`config.mk`:
```
export PLATFORM = sky130hd
export DESIGN_NAME = utopia_rx_phy
export DESIGN_NICKNAME = d
export VERILOG_FILES = /design/src/rtl/utopia_rx_pkg.sv /design/src/rtl/utopia_rx_ctrl.sv /design/src/rtl/utopia_rx_dpath.sv /design/src/rtl/utopia_rx_phy.sv
export SDC_FILE = /design/constraint.sdc
export NUM_CORES = 2
export LEC_CHECK = 0
export BUFFER_PORTS_ARGS = -buffer_cell sky130_fd_sc_hd__buf_4
export CORE_MARGIN = 4
export CORE_UTILIZATION = 25
export CTS_CLUSTER_DIAMETER = 150
export DETAILED_ROUTE_END_ITERATION = 7
export MAX_ROUTING_LAYER = met4
export SYNTH_ARGS = -nofsm -noshare
export SYNTH_HDL_FRONTEND = slang
export SYNTH_SLANG_ARGS = --single-unit
```
`constraint.sdc`:
```
create_clock -name clk -period 7.6 [get_ports clk]
set_input_delay 1.14 -clock clk [delete_from_list [all_inputs] [get_ports clk]]
set_output_delay 1.14 -clock clk [all_outputs]
set_load 0.05 [all_outputs]
```
`src/rtl/utopia_rx_pkg.sv`:
```
package utopia_rx_pkg;

  localparam int CELL_BYTES = 53;
  localparam int WIDE_WORDS = (CELL_BYTES + 1) / 2;

  // strobes from the control into the datapath
  typedef struct packed {
    logic loadWord;   // present the next stored word
    logic markStart;  // that word opens a cell
    logic driveBus;   // drive the data group next cycle
  } rdStrobe_t;

endpackage

```
`src/rtl/utopia_rx_ctrl.sv`:
```
module utopia_rx_ctrl
  import utopia_rx_pkg::*;
#(
  parameter int ADDR_W = 5
) (
  input  logic              clk,
  input  logic              rstN,
  input  logic              busWide,
  input  logic              multiPhy,
  input  logic [ADDR_W-1:0] portAddr,
  input  logic              rxEnN,
  input  logic [ADDR_W-1:0] rxAddr,
  input  logic              cellReady,
  output rdStrobe_t         strobe,
  output logic              clavOe
);

  localparam int IDX_W = $clog2(CELL_BYTES);
  localparam logic [IDX_W-1:0] LAST_WIDE   = IDX_W'(WIDE_WORDS - 1);
  localparam logic [IDX_W-1:0] LAST_NARROW = IDX_W'(CELL_BYTES - 1);

  logic             selQ;
  logic             prevEnNQ;
  logic             inCellQ;
  logic [IDX_W-1:0] idxQ;
  logic             clavOeQ;

  logic             addrHit;
  logic             selEff;
  logic             startOk;
  logic             wordGo;
  logic             cellStart;
  logic [IDX_W-1:0] lastIdx;

  assign addrHit  = (rxAddr == portAddr);
  assign selEff   = multiPhy ? selQ : 1'b1;
  assign lastIdx  = busWide ? LAST_WIDE : LAST_NARROW;
  // single-PHY needs a high-to-low enable edge to open a cell
  assign startOk  = cellReady && (multiPhy || prevEnNQ);
  assign wordGo   = !rxEnN && selEff && (inCellQ || startOk);
  assign cellStart = wordGo && !inCellQ;

  always_comb begin
    strobe.loadWord  = wordGo;
    strobe.markStart = cellStart;
    strobe.driveBus  = !rxEnN && selEff;
  end

  assign clavOe = clavOeQ;

  always_ff @(posedge clk) begin
    if (!rstN) begin
      selQ     <= 1'b0;
      prevEnNQ <= 1'b1;
      inCellQ  <= 1'b0;
      idxQ     <= '0;
      clavOeQ  <= 1'b0;
    end else begin
      prevEnNQ <= rxEnN;
      clavOeQ  <= multiPhy ? addrHit : 1'b1;
      // selection follows the address while enable is idle
      if (rxEnN) selQ <= addrHit;
      if (wordGo) begin
        if (idxQ == lastIdx) begin
          inCellQ <= 1'b0;
          idxQ    <= '0;
        end else begin
          inCellQ <= 1'b1;
          idxQ    <= idxQ + 1'b1;
        end
      end
    end
  end

endmodule

```
`src/rtl/utopia_rx_dpath.sv`:
```
module utopia_rx_dpath
  import utopia_rx_pkg::*;
#(
  parameter int DATA_W = 16,
  parameter int CELLS  = 4
) (
  input  logic              clk,
  input  logic              rstN,
  input  logic              busWide,
  input  logic              oddPar,
  input  rdStrobe_t         strobe,
  input  logic              wrEn,
  input  logic [DATA_W-1:0] wrData,
  output logic              wrReady,
  output logic              cellReady,
  output logic [DATA_W-1:0] rxData,
  output logic              rxSoc,
  output logic              rxPar,
  output logic              rxDataOe
);

  localparam int DEPTH  = CELLS * CELL_BYTES;
  localparam int PTR_W  = $clog2(DEPTH);
  localparam int USED_W = $clog2(DEPTH + 1);
  localparam int IDX_W  = $clog2(CELL_BYTES);
  localparam int HALF_W = DATA_W / 2;
  localparam logic [IDX_W-1:0] LAST_WIDE   = IDX_W'(WIDE_WORDS - 1);
  localparam logic [IDX_W-1:0] LAST_NARROW = IDX_W'(CELL_BYTES - 1);

  logic [DATA_W-1:0] mem [DEPTH];
  logic [PTR_W-1:0]  wrPtrQ, rdPtrQ;
  logic [USED_W-1:0] usedQ;
  logic [USED_W-1:0] readyQ;
  logic [IDX_W-1:0]  wrIdxQ;
  logic [DATA_W-1:0] dataQ;
  logic              socQ;
  logic              oeQ;

  logic              wrOk;
  logic              cellDone;
  logic [IDX_W-1:0]  lastWr;
  logic [DATA_W-1:0] wrMasked;

  function automatic logic [PTR_W-1:0] bump(input logic [PTR_W-1:0] p);
    return (p == PTR_W'(DEPTH - 1)) ? '0 : p + 1'b1;
  endfunction

  assign wrReady  = (usedQ < USED_W'(DEPTH));
  assign wrOk     = wrEn && wrReady;
  assign lastWr   = busWide ? LAST_WIDE : LAST_NARROW;
  assign cellDone = wrOk && (wrIdxQ == lastWr);
  assign wrMasked = busWide ? wrData : {{HALF_W{1'b0}}, wrData[HALF_W-1:0]};
  assign cellReady = (readyQ != '0);

  always_ff @(posedge clk) begin
    if (wrOk) mem[wrPtrQ] <= wrMasked;
  end

  always_ff @(posedge clk) begin
    if (!rstN) begin
      wrPtrQ <= '0;
      rdPtrQ <= '0;
      usedQ  <= '0;
      readyQ <= '0;
      wrIdxQ <= '0;
      dataQ  <= '0;
      socQ   <= 1'b0;
      oeQ    <= 1'b0;
    end else begin
      oeQ  <= strobe.driveBus;
      socQ <= strobe.markStart;
      if (wrOk) begin
        wrPtrQ <= bump(wrPtrQ);
        wrIdxQ <= cellDone ? '0 : wrIdxQ + 1'b1;
      end
      if (strobe.loadWord) begin
        dataQ  <= mem[rdPtrQ];
        rdPtrQ <= bump(rdPtrQ);
      end
      usedQ  <= usedQ + USED_W'(wrOk) - USED_W'(strobe.loadWord);
      // completion and start may coincide
      readyQ <= readyQ + USED_W'(cellDone) - USED_W'(strobe.markStart);
    end
  end


  generate
    if (DATA_W > 1) begin : g_par
      assign rxPar = oddPar ? ~^dataQ : ^dataQ;
    end else begin : g_par1
      assign rxPar = oddPar ? ~dataQ[0] : dataQ[0];
    end
  endgenerate

  assign rxData   = dataQ;
  assign rxSoc    = socQ;
  assign rxDataOe = oeQ;

endmodule

```
`src/rtl/utopia_rx_phy.sv`:
```
module utopia_rx_phy
  import utopia_rx_pkg::*;
#(
  parameter int ADDR_W = 5,
  parameter int DATA_W = 16,
  parameter int CELLS  = 4
) (
  input  logic              clk,
  input  logic              rstN,
  input  logic              busWide,
  input  logic              multiPhy,
  input  logic              oddPar,
  input  logic [ADDR_W-1:0] portAddr,
  input  logic              rxEnN,
  input  logic [ADDR_W-1:0] rxAddr,
  output logic [DATA_W-1:0] rxData,
  output logic              rxSoc,
  output logic              rxPar,
  output logic              rxDataOe,
  output logic              rxClav,
  output logic              rxClavOe,
  input  logic              wrEn,
  input  logic [DATA_W-1:0] wrData,
  output logic              wrReady
);

  rdStrobe_t strobe;
  logic      cellReady;

  utopia_rx_ctrl #(.ADDR_W(ADDR_W)) ctrl_i (
    .clk      (clk),
    .rstN     (rstN),
    .busWide  (busWide),
    .multiPhy (multiPhy),
    .portAddr (portAddr),
    .rxEnN    (rxEnN),
    .rxAddr   (rxAddr),
    .cellReady(cellReady),
    .strobe   (strobe),
    .clavOe   (rxClavOe)
  );

  utopia_rx_dpath #(.DATA_W(DATA_W), .CELLS(CELLS)) dpath_i (
    .clk      (clk),
    .rstN     (rstN),
    .busWide  (busWide),
    .oddPar   (oddPar),
    .strobe   (strobe),
    .wrEn     (wrEn),
    .wrData   (wrData),
    .wrReady  (wrReady),
    .cellReady(cellReady),
    .rxData   (rxData),
    .rxSoc    (rxSoc),
    .rxPar    (rxPar),
    .rxDataOe (rxDataOe)
  );

  // the flag value is the waiting-cell state
  assign rxClav = cellReady;

endmodule

```
# After elaboration in Yosys (flattened, before gate mapping)
# Memory sizes are Yosys's and may differ from the RTL's. A register that Yosys moved wholly into a read port is not among the register bits.
# Cells that the tools add are included.
# Widths: inputs -> output; s select.
[classes]
n_addsub = 8
magnitude_cmp = 1
eq_ne = 5
mux = 12
reduce_logical = 14
[ops]
columns = ["operator", "n"]
rows = [
  ["$mux 6", 3],
  ["$add 8x1->8", 2],
  ["$add 8x1->8 const B", 2],
  ["$eq 8x8->1 const B", 2],
  ["$mux 16", 1],
  ["$mux 8", 2],
  ["$reduce_xnor 16->1", 1],
  ["$reduce_xor 16->1", 1],
  ["$sub 8x1->8", 2],
  ["$add 6x1->6 const B", 2],
  ["$eq 6x6->1", 2],
  ["$lt 8x8->1 const B", 1],
  ["$reduce_bool 8->1", 1],
  ["$logic_and 1x1->1", 6],
  ["$mux 1", 6],
  ["$eq 5x5->1", 1],
  ["$logic_not 1->1", 3],
  ["$logic_or 1x1->1", 2],
]
[totals]
reg_bits = 50
ram_bits = 3392
input_bits = 33
out_inout_bits = 22
wordCells = 53
n_memories = 1
[memory_table]
columns = ["memory", "depth", "width", "read_ports", "rd_clocked_by_memory_dff", "write_ports", "line", "text"]
rows = [
  ["dpath_i.mem", 212, 16, 1, 1, 1, "utopia_rx_dpath.sv:30", "logic [DATA_W-1:0] mem [DEPTH];"],
]

# Depth between registers and ports, before layout
[depth]
ltp_word = 6
depth_mapped = 19
mapped_depth_nobuf = 17

# Hierarchy
# A second synthesis with hierarchy kept.
[unflattened]
cells_unflattened = 6323
hier_area_um2 = 133982.2
[by_module_without_submodules]
columns = ["module", "instances", "cells_per_inst", "area_each_um2", "seq_area_each_um2"]
rows = [
  ["utopia_rx_dpath", 1, 6257, 133342.9, 102978.8],
  ["utopia_rx_ctrl", 1, 66, 639.4, 200.2],
]

# Worst setup path after synthesis
# No wires, ideal clock.
[synth_path]
kind = "input to register"
start = "input port busWide"
end = "memory dpath_i.mem[0][10] (data pin)"
setup_ns = 0.752
t_arrival_ns = 4.080
required_ns = 6.848
path_slack_ns = 2.767
cell_stages = 2
path_buffers = 1
cell_sequence = "clkbuf_1 -> and2_1"
[synth_via]
elab_chain_len = 1
[synth_lines]
columns = ["element", "line", "text"]
rows = [
  ["from (decl)", "utopia_rx_phy.sv:10", "input logic busWide,"],
  ["$mux 16", "utopia_rx_dpath.sv:52", "assign wrMasked = busWide ? wrData : {{HALF_W{1'b0}}, wrData[HALF_W-1:0]};"],
  ["via dpath_i.wrMasked[10]", "utopia_rx_dpath.sv:42", "logic [DATA_W-1:0] wrMasked;"],
  ["to (decl)", "utopia_rx_dpath.sv:30", ""],
]
# The timed path passes the listed nets, and every way through them passes these cells.

==> qor.txt <==
Post-CTS Setup Inserts = 0
Ys flop type = edfxtp_1
Final hold violations = 0
Vias in the first global route = 68170
Via count = 68460
# setup viols final = 0
Initial core utilization = 25.13%
Worst Hold Depth = 2
Drt drc = 0
Cell area after synthesis = 134100 µm²
Post-DR vias/cell = 4.866
Leak pwr = 44.73 nW
HPWL Detailed = 223800 µm
Critical Path End Type = register
Failing checks = max-capacitance violations, max-slew violations
Die width = 740.5 µm
Core area = 533800 µm²
Maximum vdd drop = 0.0003008 V
Seq/Total Area, Yosys = 76.92%
Pin count of the biggest net entering global routing = 190
Slew Viols, Final = 86
Post-synth top cells = edfxtp_1 (3392), mux4_2 (789), nor2_1 (312), mux2i_1 (253), nand2_1 (181)
CTS Buf Count = 359
Worst-case reg-to-reg path depth = 8
I/O Buffers = 54
Worst skew pair latency = 940 ps
GR Util All Layers = 13.91%
Chip height = 740.5 µm
Synth cell types = 78
Synth Area in Simple Gates = 2.214%
H-tree depth = 5
Setup WS pre-CTS = 2595 ps
P per Cell Area = 265.9 nW/µm²
Synth Area in Compound Gates = 2.986%
Antenna-violating nets left = 0
Worst hold slack = 418.5 ps
Post-synth ARST share = 0%
Largest family of logic cells by synthesized area = multiplexers
Clock Skew = 59.69 ps
# hold bufs at CTS = 0
Status = finished with violations
Row Count = 268
Share of cells above drive strength 1 = 25.89%
Crit start category = register
Max Fclk = 194.1 MHz
CTS Root Cell = clkbuf_16
Number of antenna violations at the first check in global routing = 20
Routed WL = 382800 µm
Die Area = 548300 µm²
Final GP Congestion = 0.9095
Final Cycle Share = 67.80%
Final WS setup = 2447 ps
YS warnings = 0
Post-Synth Adder-Cell Area = 0.2910%
First-pass iteration count of the detailed router = 8
Fin nets = 6675
TritonCTS clock tree = built
Synth Net Count = 6321
Wire per inst = 27.21 µm
Area contributors post-synth = edfxtp_1 (76%), mux4_2 (13%), mux2i_1 (1.9%)
Seq cells post-synth = 3458
First-pass GRT wire length = 537600 µm
Worst Tran Pin Value = 1720 ps
Top-count cell post-synth = edfxtp_1
Largest area contributor in the netlist = edfxtp_1
Tmin final = 5153 ps
XOR/XNOR Fraction of Synth Area = 0.3004%
Area grow syn2layout = 16.30%
Post-synth EDFFs = 3392
Worst EP arrival = 5910 ps
I/O Pins = 55
HP Class = input port to register
Multiplexer share of the synthesized area = 15.50%
Fin Setup TNS = 0 ps
Cell count after synthesis = 6258
CTS Buffer Depth = 4
Remaining Overflow, GRT = 0
# clock sinks = 3458
Max cap viols = 2
Rel. slew slack = -14.67%
CP Class = register to register
Clk slew on worst S/H paths = 60 ps
Peak fanout along the critical path = 49
Req. time, crit path = 8360 ps
Synth top area share = 75.94%
RSZ-0062 raised after global routing = no
Avg Cell Area, Syn = 21.43 µm²
Iteration-0 DRC Markers = 9949
Post-CTS Resized = 0
-- cells by family after synthesis --
logic type,after synthesis
multiplexers,1072
AND/OR/NAND/NOR,679
buffers and inverters,399
XOR/XNOR,46
adder cells (fa/ha/maj),30
flip-flops,3458
AO/OA/AOI/OAI,574
-- area by class of cell --
cell class	count	area, µm²
Fill cell	51740	377800
Sequential cell	3458	103200
Multi-Input combinational cell	2401	28820
Clock buffer	428	9379
Tap cell	7155	8952
Timing Repair Buffer	357	3103
Clock inverter	224	2374
Inverter	35	142.6
Antenna cell	11	27.53
-- worst max-delay path, stage by stage (launching register included) --
cell and delay [ps]:
dfxtp_4 920, buf_12 440, mux4_2 560, a221oi_1 480
o21ai_1 410, a221oi_1 1420, a21oi_1 250, nor2_1 210
a21oi_1 90
-- cells in the final DEF, fill, tap and decap left out, types with 15 or more instances in the layout --
cell,n
nor3_1,23
dfxtp_1,59
a221oi_1,43
clkinv_1,77
o22ai_1,34
buf_12,31
mux4_2,789
a31oi_1,28
clkinv_2,73
a21oi_1,100
xor2_1,17
o221ai_1,51
bufinv_16,34
a22oi_1,93
nor2_2,67
nand3_1,47
nor2_1,242
o21ai_0,75
clkbuf_16,364
and2_1,17
o211ai_1,16
edfxtp_1,3392
buf_4,318
xnor2_1,29
a211oi_1,27
clkbuf_1,61
ha_1,28
mux2_2,20
nand2_1,181
mux2i_1,253
nand4_1,15
inv_1,30
-- routing by layer --
layer / routed length (µm) / global-route usage [%]
met1: 149900 / 18.26
met2: 175400 / 20.91
met3: 42650 / 3.541
met4: 14860 / 4.865
met5: 0 / -
-- state kept, by name, indices dropped and copies added (netlist names) --
name,count
dpath_i.usedQ,8
ctrl_i.selQ,1
ctrl_i.inCellQ,1
ctrl_i.prevEnNQ,1
dpath_i.rxDataOe,1
ctrl_i.clavOe,1
ctrl_i.idxQ,6
dpath_i.readyQ,8
dpath_i.wrPtrQ,8
dpath_i.rxData,16
dpath_i.mem,3392
dpath_i.rxSoc,1
dpath_i.wrIdxQ,6
dpath_i.rdPtrQ,8
-- report_power, final --
part | total (mW) | switching, mW | internal [mW]
registers | 21.1 | 0.106 | 21.0
clock network | 17.5 | 7.47 | 10.0
logic | 2.85 | 1.72 | 1.14
total | 41.5 | 9.29 | 32.2
-- stage by stage --
| step | instances | power, mW | instance area [µm²] | utilization, % |
|---|---|---|---|---|
| finish | 14070 | 41.48 | 156000 | 29.22 |
| global route | 14070 | 42.74 | 156000 | 29.22 |
| CTS | 14060 | 41.74 | 156000 | 29.22 |
| detailed placement | 13410 | 24.37 | 144200 | 27.01 |
| global placement | 13410 | 24.32 | 144200 | 27.01 |
| floorplan | 6258 | 23.43 | 134100 | - |
-- final timing paths --
check	start	end	slack [ps]
setup / recovery	dpath_i.rdPtrQ[0]	dpath_i.rxData[5]	2450
hold / removal	multiPhy	ctrl_i.clavOe	420
setup reg to reg	dpath_i.rdPtrQ[0]	dpath_i.rxData[5]	2450
hold reg to reg	ctrl_i.inCellQ	dpath_i.rxSoc	500
Note: power is estimated with default switching activity, not from simulation.
